**src/rtl/uart_rf_pkg.sv**
```systemverilog
package uart_rf_pkg;
  localparam logic [2:0] A_DATA = 3'd0;
  localparam logic [2:0] A_IEN  = 3'd1;
  localparam logic [2:0] A_IID  = 3'd2;
  localparam logic [2:0] A_LCTL = 3'd3;
  localparam logic [2:0] A_MCTL = 3'd4;
  localparam logic [2:0] A_LST  = 3'd5;
  localparam logic [2:0] A_MST  = 3'd6;
  localparam logic [2:0] A_DIV  = 3'd7;

  localparam int unsigned EN_RXD = 0;
  localparam int unsigned EN_THR = 1;
  localparam int unsigned EN_LIN = 2;
  localparam int unsigned EN_MDM = 3;
  localparam int unsigned EN_W   = 4;

  localparam int unsigned LS_W   = 7;

  typedef enum logic [2:0] {
    ID_LINE = 3'b110,
    ID_RXD  = 3'b100,
    ID_THR  = 3'b010,
    ID_MDM  = 3'b000,
    ID_NONE = 3'b001
  } irq_id_e;
endpackage

```
**src/rtl/uart_rf_ctrl.sv**
```systemverilog
module uart_rf_ctrl
  import uart_rf_pkg::*;
#(
  parameter int unsigned BYTE_W = 8,
  parameter int unsigned DIV_W  = 16
) (
  input  logic              clk,
  input  logic              rst_n,
  input  logic              wr,
  input  logic [2:0]        addr,
  input  logic [DIV_W-1:0]  wdata,
  output logic [EN_W-1:0]   ien,
  output logic [BYTE_W-1:0] lctl,
  output logic [BYTE_W-1:0] mctl,
  output logic [DIV_W-1:0]  div
);
  logic ien_en, lctl_en, mctl_en, div_en;

  always_comb begin
    ien_en  = wr && (addr == A_IEN);
    lctl_en = wr && (addr == A_LCTL);
    mctl_en = wr && (addr == A_MCTL);
    div_en  = wr && (addr == A_DIV);
  end

  always_ff @(posedge clk or negedge rst_n) begin
    if (!rst_n) begin
      ien  <= '0;
      lctl <= '0;
      mctl <= '0;
      div  <= '0;
    end else begin
      if (ien_en)  ien  <= wdata[EN_W-1:0];
      if (lctl_en) lctl <= wdata[BYTE_W-1:0];
      if (mctl_en) mctl <= wdata[BYTE_W-1:0];
      if (div_en)  div  <= wdata;
    end
  end
endmodule

```
**src/rtl/uart_rf_rx.sv**
```systemverilog
module uart_rf_rx
  import uart_rf_pkg::*;
#(
  parameter int unsigned BYTE_W = 8
) (
  input  logic              clk,
  input  logic              rst_n,
  input  logic              rx_valid,
  input  logic [BYTE_W-1:0] rx_data,
  input  logic              pe_stb,
  input  logic              fe_stb,
  input  logic              brk_stb,
  input  logic              data_rd,
  output logic [BYTE_W-1:0] hold,
  output logic [LS_W-1:0]   lst
);
  localparam int unsigned NERR = 4;

  logic            dr_q, dr_d;
  logic [NERR-1:0] err_q, err_d, err_set;
  logic            err_en;

  // Error set vector in line-status order: overrun, parity, framing, break
  always_comb begin
    err_set = {brk_stb, fe_stb, pe_stb, rx_valid & dr_q};
    err_en  = |err_set;
    err_d   = err_q | err_set;
    if (rx_valid)     dr_d = 1'b1;
    else if (data_rd) dr_d = 1'b0;
    else              dr_d = dr_q;
  end

  always_ff @(posedge clk or negedge rst_n) begin
    if (!rst_n) begin
      dr_q  <= 1'b0;
      err_q <= '0;
      hold  <= '0;
    end else begin
      dr_q <= dr_d;
      if (err_en)   err_q <= err_d;
      if (rx_valid) hold  <= rx_data;
    end
  end

  // Transmit-holding-empty and transmitter-empty are constant ones here
  assign lst = {2'b11, err_q, dr_q};
endmodule

```
**src/rtl/uart_rf_irq.sv**
```systemverilog
module uart_rf_irq
  import uart_rf_pkg::*;
(
  input  logic [EN_W-1:0] ien,
  input  logic [LS_W-1:0] lst,
  input  logic [3:0]      mdm_delta,
  output irq_id_e         id,
  output logic            irq
);
  logic line_hit, rxd_hit, thr_hit, mdm_hit;

  always_comb begin
    line_hit = (|lst[4:1]) && ien[EN_LIN];
    rxd_hit  = lst[0] && ien[EN_RXD];
    thr_hit  = lst[5] && ien[EN_THR];
    mdm_hit  = (|mdm_delta) && ien[EN_MDM];
    if (line_hit)     id = ID_LINE;
    else if (rxd_hit) id = ID_RXD;
    else if (thr_hit) id = ID_THR;
    else if (mdm_hit) id = ID_MDM;
    else              id = ID_NONE;
    irq = line_hit | rxd_hit | thr_hit | mdm_hit;
  end
endmodule

```
**src/rtl/uart_regfile.sv**
```systemverilog
module uart_regfile
  import uart_rf_pkg::*;
#(
  parameter int unsigned DATA_W = 32,
  parameter int unsigned BYTE_W = 8,
  parameter int unsigned DIV_W  = 16
) (
  input  logic              clk,
  input  logic              rst_n,
  input  logic              bus_wr,
  input  logic              bus_rd,
  input  logic [2:0]        bus_addr,
  input  logic [DATA_W-1:0] bus_wdata,
  output logic [DATA_W-1:0] bus_rdata,
  output logic              irq,
  output logic              tx_valid,
  output logic [BYTE_W-1:0] tx_data,
  input  logic              rx_valid,
  input  logic [BYTE_W-1:0] rx_data,
  output logic              rx_ready,
  input  logic              rx_parity_err,
  input  logic              rx_frame_err,
  input  logic              rx_break,
  input  logic [BYTE_W-1:0] modem_status,
  output logic [BYTE_W-1:0] line_ctrl,
  output logic [BYTE_W-1:0] modem_ctrl,
  output logic [DIV_W-1:0]  divisor
);
  logic [EN_W-1:0]   ien_w;
  logic [LS_W-1:0]   lst_w;
  logic [BYTE_W-1:0] hold_w;
  irq_id_e           id_w;
  logic              data_rd, data_wr;
  logic              unused_hi;

  assign unused_hi = ^bus_wdata[DATA_W-1:DIV_W];
  assign data_rd   = bus_rd && (bus_addr == A_DATA);
  assign data_wr   = bus_wr && (bus_addr == A_DATA);

  uart_rf_ctrl #(.BYTE_W(BYTE_W), .DIV_W(DIV_W)) u_ctrl (
    .clk(clk), .rst_n(rst_n), .wr(bus_wr), .addr(bus_addr),
    .wdata(bus_wdata[DIV_W-1:0]), .ien(ien_w), .lctl(line_ctrl),
    .mctl(modem_ctrl), .div(divisor)
  );

  uart_rf_rx #(.BYTE_W(BYTE_W)) u_rx (
    .clk(clk), .rst_n(rst_n), .rx_valid(rx_valid), .rx_data(rx_data),
    .pe_stb(rx_parity_err), .fe_stb(rx_frame_err), .brk_stb(rx_break),
    .data_rd(data_rd), .hold(hold_w), .lst(lst_w)
  );

  uart_rf_irq u_irq (
    .ien(ien_w), .lst(lst_w), .mdm_delta(modem_status[3:0]),
    .id(id_w), .irq(irq)
  );

  assign rx_ready = ~lst_w[0];

  always_ff @(posedge clk or negedge rst_n) begin
    if (!rst_n) begin
      tx_valid <= 1'b0;
      tx_data  <= '0;
    end else begin
      tx_valid <= data_wr;
      if (data_wr) tx_data <= bus_wdata[BYTE_W-1:0];
    end
  end

  always_comb begin
    bus_rdata = '0;
    if (bus_rd) begin
      unique case (bus_addr)
        A_DATA:  bus_rdata[BYTE_W-1:0] = hold_w;
        A_IID:   bus_rdata[2:0]        = id_w;
        A_LST:   bus_rdata[LS_W-1:0]   = lst_w;
        A_MST:   bus_rdata[BYTE_W-1:0] = modem_status;
        default: bus_rdata             = '0;
      endcase
    end
  end
endmodule

```
**config.mk**
```make
export PLATFORM = sky130hd
export DESIGN_NAME = uart_regfile
export DESIGN_NICKNAME = d
export VERILOG_FILES = /design/src/rtl/uart_rf_pkg.sv /design/src/rtl/uart_rf_ctrl.sv /design/src/rtl/uart_rf_rx.sv /design/src/rtl/uart_rf_irq.sv /design/src/rtl/uart_regfile.sv
export SDC_FILE = /design/constraint.sdc
export NUM_CORES = 1
export LEC_CHECK = 0
export BUFFER_PORTS_ARGS = -buffer_cell sky130_fd_sc_hd__clkbuf_2
export CELL_PAD_IN_SITES_DETAIL_PLACEMENT = 1
export CELL_PAD_IN_SITES_GLOBAL_PLACEMENT = 2
export CORE_MARGIN = 5
export CORE_UTILIZATION = 29
export DETAILED_ROUTE_END_ITERATION = 7
export GPL_TIMING_DRIVEN = 0
export PLACE_DENSITY = 0.88
export SKIP_CTS_REPAIR_TIMING = 1
export SYNTH_ARGS = -nofsm -noshare
export SYNTH_HDL_FRONTEND = slang
export SYNTH_HIERARCHICAL = 1
export SYNTH_SLANG_ARGS = --single-unit
```
**constraint.sdc**
```tcl
create_clock -name clk -period 1.56 [get_ports clk]
set_input_delay 0.078 -clock clk [delete_from_list [all_inputs] [get_ports clk]]
set_output_delay 0.078 -clock clk [all_outputs]
set_load 0.01 [all_outputs]
```
==> results.yml, run 1 <==
status:
  status: "finished with violations"
  violations: "setup timing"
finish:
  layout_commonest_cell: "clkbuf_2"
  antenna_cells: 0
  layout.nets: 414
  area_growth_pct: 39.69
  final_cell_mix: "clkbuf_2, dfrtp_1, buf_4"
  multi_input_area_um2: 1245
  fillers: 1075
  fin_util_pct: 41.15
  drive_above_1_share_pct: 56.94
  regArea_um2: 1451
cts:
  cts_tree: "yes"
  cts-buffers-inserted: 9
  cts_num_sinks: 58
  cts_max_level: 3
  clock_latency_ps: 330
  clockRootBuffer: "clkbuf_8"
  cts_buffer_depth: 2
  path_clk_slew_ps: 70
detailed_routing:
  drtIter0Drc: 43
  drtAntennaViolNets: 0
  routedWlPerCell_um: 16.23
  routed_wl_mm: 8.003
  first_pass_iters: 4
  vias_per_cell: 4.254
  drc_errors: 0
  num_vias: 2097
setup_path:
  rr_endpoint: "u_rx/err_q[3]"
  reg2reg_from: "u_rx/err_q[3]"
  reg2reg_depth: 1
  cp-end-kind: "output pin"
  critPathArrivalTime_ps: 1800
  start_kind: "flop"
  cp.required_ps: 1480
  ff2ff_setup_slack_ps: 700
  cp_max_fo: 3
  crit_type: "reg -> out"
sta:
  timing.fmax_ghz: 0.5322
  layout_worst_path_cycle_share_pct: 120.4
  timing.slew.headroom_pct: 46.33
  finalHoldViolCount: 0
  fin_setup_tns_ps: -1009
  fin_crit_ps: 1879
  setup_slack_ps: -319.0
  finalSetupViolCount: 4
  tightest_slew_ps: 805.1
  rsz0062_at_grt: "yes"
  whs_ps: 22.23
  clock_skew_ps: 0.5253
  drv_slew: 0
power_and_ir_drop:
  ir_drop_uv: 487.3
  total_power_mw: 4.415
  powerDensity_nw_per_um2: 1108
  p_leak_nw: 2.001
yosys:
  async_flop_share_pct: 100.0
  synth_area_per_cell_um2: 13.78
  synth_cell_types: 38
  synth_warnings: 6
  synth_seq_area_share_pct: 50.88
  syn_area_um2: 2853
  synth_edf_count: 0
  ys_ff_latch: 58
  syn_inst: 207
  ys.flop_type: "dfrtp_1"
global_routing:
  grt_pass1_wl_mm: 11.90
  grt_usage_pct: 13.08
  grt_overflow_total: 0
  antenna_found_initial: 0
  grt_pass1_vias: 2259
  grt_max_degree: 59
floorplanning:
  rows: 36
  pin_count: 134
  coreArea_um2: 9684
  die-area_um2: 11920
  die_w_um: 109.2
  dieHeight_um: 109.2
  initial_utilization_pct: 29.46
place:
  hpwl_mm: 5.662
  gp_congestion: 0.8349
  port-buffer-count: 92
  place_ws_ps: -29.77
worst_hold_path:
  holdPathStages: 2
  hold_end: "u_ctrl/mctl[4]"
  min_from: "bus_wdata[4]"
  hold_class: "in -> reg"
job:
  maxCapViolCount: 0
## metal layers
layer / up-vias / wire, µm / track usage, %
met1: 1041 / 3244 / 15.72
met2: 65 / 4114 / 22.02
met5: - / 0 / 0
met3: 8 / 566 / 4.914
met4: 0 / 77 / 3.473
li1: 983 / - / -
## report_power, final
group	switching (mW)	leakage, nW	total [mW]	internal [mW]
Sequential	0.154	0.679	1.93	1.78
Combinational	0.515	1.23	1.14	0.622
Clock	0.619	0.0958	1.35	0.727
## cells by family after synthesis
| family | synth area share, % |
|---|---|
| compound gates | 5.044 |
| buf+inv | 9.210 |
| flops | 50.88 |
| mux | 25.00 |
| other cells | 0.2633 |
| simple gates | 9.605 |
## synthesized netlist by cell type (2+ instances only)
library cell,instances,area (µm²)
dfrtp_1,58,1451
nor2b_1,4,25.02
nand3_1,2,10.01
inv_1,2,7.510
or2_2,3,18.77
mux2_4,26,390.4
a21oi_1,3,15.01
mux2_2,26,292.8
mux2i_1,3,30.03
buf_2,3,15.01
and2_1,2,12.51
and4bb_1,2,25.02
a31oi_1,5,31.28
conb_1,2,7.510
buf_4,27,202.7
a22oi_1,3,22.52
o22ai_1,3,18.77
buf_6,3,33.78
nor4b_1,3,26.28
nand2_1,7,26.28
nor3b_1,2,15.01
a21o_2,2,17.52
## per-stage QoR
| stage | instance area [µm²] | std cells |
|---|---|---|
| floorplan | 2943 | 231 |
| global placement | 3570 | 456 |
| detailed placement | 3572 | 456 |
| CTS | 3757 | 472 |
| global route | 3985 | 493 |
| finish | 3985 | 493 |
## critical path, cell delays in order (launching register included)
cell and delay (ps):
dfrtp_1 430, o41ai_4 410, buf_4 180, nand2_2 40
mux2i_1 170, o22ai_1 90, buf_2 150
## worst max path at each step
stage / from / to / slack (ps) / depth (start not counted)
floorplan: u_rx/err_q[3] / bus_rdata[0] / 200 / 4
global placement: u_rx/err_q[3] / bus_rdata[0] / -6 / 5
detailed placement: u_rx/err_q[3] / bus_rdata[0] / -30 / 5
CTS: u_rx/err_q[3] / bus_rdata[0] / -390 / 5
global route: u_rx/err_q[0] / bus_rdata[0] / -460 / 5
finish: u_rx/err_q[0] / bus_rdata[2] / -320 / 6
## state kept, by name, summed over array words and instances, names as in the netlist
name         cells
tx_data          8
u_ctrl/div      16
tx_valid         1
u_ctrl/ien       4
u_rx/err_q       4
u_rx/hold        8
u_ctrl/mctl      8
u_ctrl/lctl      8
u_rx/dr_q        1
## area by class of cell
type / count / share of cell area (%)
clock inverters: 6 / 1.444
repair buffers: 114 / 17.02
inverters: 2 / 0.1884
flip-flops and latches: 58 / 36.42
multi-input cells: 137 / 31.24
clock buffers: 10 / 3.203
well taps: 133 / 4.176
plain buffers: 33 / 6.311
(Power assumes the default switching activity.)
==> inputs of run 2 (changes only) <==
- BUFFER_PORTS_ARGS: -buffer_cell sky130_fd_sc_hd__clkbuf_2 -> -buffer_cell sky130_fd_sc_hd__buf_2
- SETUP_SLACK_MARGIN: default -> 0.15
==> run 2 against run 1 <==
Effect of this change: the run still ends with setup timing left; fmax increased by 0.52%; design area increased by 2.4%; sequential cell count unchanged; sequential power about the same; core utilization increased by 0.99 points; clock skew about the same; combinational power about the same; final cell count increased by 0.41%; register-to-register slack about the same; clock power increased by 12%.
==> results.yml, run 2 (synthesized netlist as in run 1, its figures left out) <==
status:
  status: "finished with violations"
  violations: "setup timing"
place:
  hpwl_mm: 5.710
  gp_congestion: 0.8243
  port-buffer-count: 92
  place_ws_ps: -56.62
global_routing:
  grt_pass1_vias: 2264
  grt_overflow_total: 0
  grt_max_degree: 59
  antenna_found_initial: 0
  grt_pass1_wl_mm: 12.00
  grt_usage_pct: 13.19
finish:
  area_growth_pct: 43.07
  drive_above_1_share_pct: 57.73
  fin_util_pct: 42.14
  final_cell_mix: "buf_2, dfrtp_1, buf_4"
  layout_commonest_cell: "buf_2"
  antenna_cells: 0
  largest_register: "u_ctrl/div"
  largest_reg_flops: 16
  layout.nets: 417
sta:
  timing.slew.headroom_pct: 47.59
  clock_skew_ps: 0.03134
  timing.fmax_ghz: 0.5350
  drv_slew: 0
  layout_worst_path_cycle_share_pct: 119.8
  setup_slack_ps: -309.3
  rsz0062_at_grt: "yes"
  finalSetupViolCount: 4
  fin_crit_ps: 1869
  tightest_slew_ps: 782.8
  finalHoldViolCount: 0
cts:
  cts-buffers-inserted: 9
  clockRootBuffer: "clkbuf_8"
  cts_tree: "yes"
  clock_latency_ps: 330
  path_clk_slew_ps: 80
  cts_buffer_depth: 2
  cts_num_sinks: 58
  cts_max_level: 3
power_and_ir_drop:
  p_comb_share_pct: 25.2
  clock_power_share_pct: 32.9
  internal-power_mw: 3.319
  p_seq_share_pct: 41.9
  swShare_pct: 27.87
  switching_power_mw: 1.282
  p_leak_nw: 2.029
  ir_drop_uv: 558.6
  powerDensity_nw_per_um2: 1127
detailed_routing:
  routed_wl_mm: 7.877
  drc_errors: 0
  num_vias: 2128
  dr.max_layer_used: "met4"
  drtAntennaViolNets: 0
  wl_met2_mm: 4.044
  wl_met1_mm: 3.134
  routedWlPerCell_um: 15.91
  wl_met3_um: 594
  first_pass_iters: 4
  drtIter0Drc: 38
  vias_per_cell: 4.299
job:
  maxCapViolCount: 0
floorplanning:
  die-area_um2: 11920
  die_w_um: 109.2
  rows: 36
  pin_count: 134
  initial_utilization_pct: 29.46
  dieHeight_um: 109.2
  coreArea_um2: 9684
setup_path:
  reg2reg_from: "u_rx/err_q[3]"
  cp.required_ps: 1480
  critPathArrivalTime_ps: 1790
  startpoint: "u_rx/err_q[0]"
  cp_max_fo: 3
  crit_type: "reg -> out"
  start_kind: "flop"
  cp-end-kind: "output pin"
worst_hold_path:
  hold_class: "in -> reg"
  min_from: "bus_wdata[5]"
==> run 2: worst max-delay path, cell delays in order (launching register included) <==
cell     delay (ps)
dfrtp_1         420
o41ai_4         400
and4_1          240
mux2i_1          70
o22ai_1         160
buf_2           170
==> run 2: path summary, 6_finish.rpt <==
check | end | slack [ps] | cells past startpoint
setup reg to reg | u_rx/err_q[3] | 700 | 1
hold / removal | tx_data[5] | 20 | 2
min in group asynchronous | u_ctrl/ien[2] | 360 | 2
setup / recovery | bus_rdata[0] | -310 | 5
max in group asynchronous | u_ctrl/div[3] | 720 | 2
hold reg to reg | u_ctrl/lctl[1] | 500 | 1
==> run 2: through the flow <==
step                std cells  hold slack, ps  power, mW  TNS (ps)  cell area [µm²]
floorplan                 231          -217.6      2.567         0             2943
global placement          456           270.4      3.001         0             3570
detailed placement        456           272.1      3.042    -64.95             3570
CTS                       471          -82.57      4.605     -1118             3786
global route              495           11.53      4.903     -1406             4081
finish                    495           20.75      4.601     -1012             4081
==> run 2: layout make-up <==
cell class / instances / area, µm²
plain buffers: 34 / 270.3
multi-input cells: 137 / 1267
well taps: 133 / 166.4
repair buffers: 116 / 701.9
flip-flops and latches: 58 / 1451
fillers: 1038 / 5603
clock inverters: 6 / 92.59
inverters: 2 / 7.507
clock buffers: 9 / 123.9
==> run 2: power by group through the flow <==
stage          Combinational [mW]  Clock, mW  Sequential (mW)
2_1_floorplan               0.522          0             2.04
3_3_place_gp                 1.07          0             1.93
3_5_place_dp                 1.09          0             1.95
4_1_cts                      1.09       1.58             1.93
5_1_grt                      1.26       1.68             1.96
6_report                     1.16       1.51             1.93
==> run 2: per-layer routing <==
layer,track usage [%],up-vias
met4,3.295,0
li1,-,996
met2,22.19,72
met5,0,-
met3,5.743,10
met1,15.44,1050
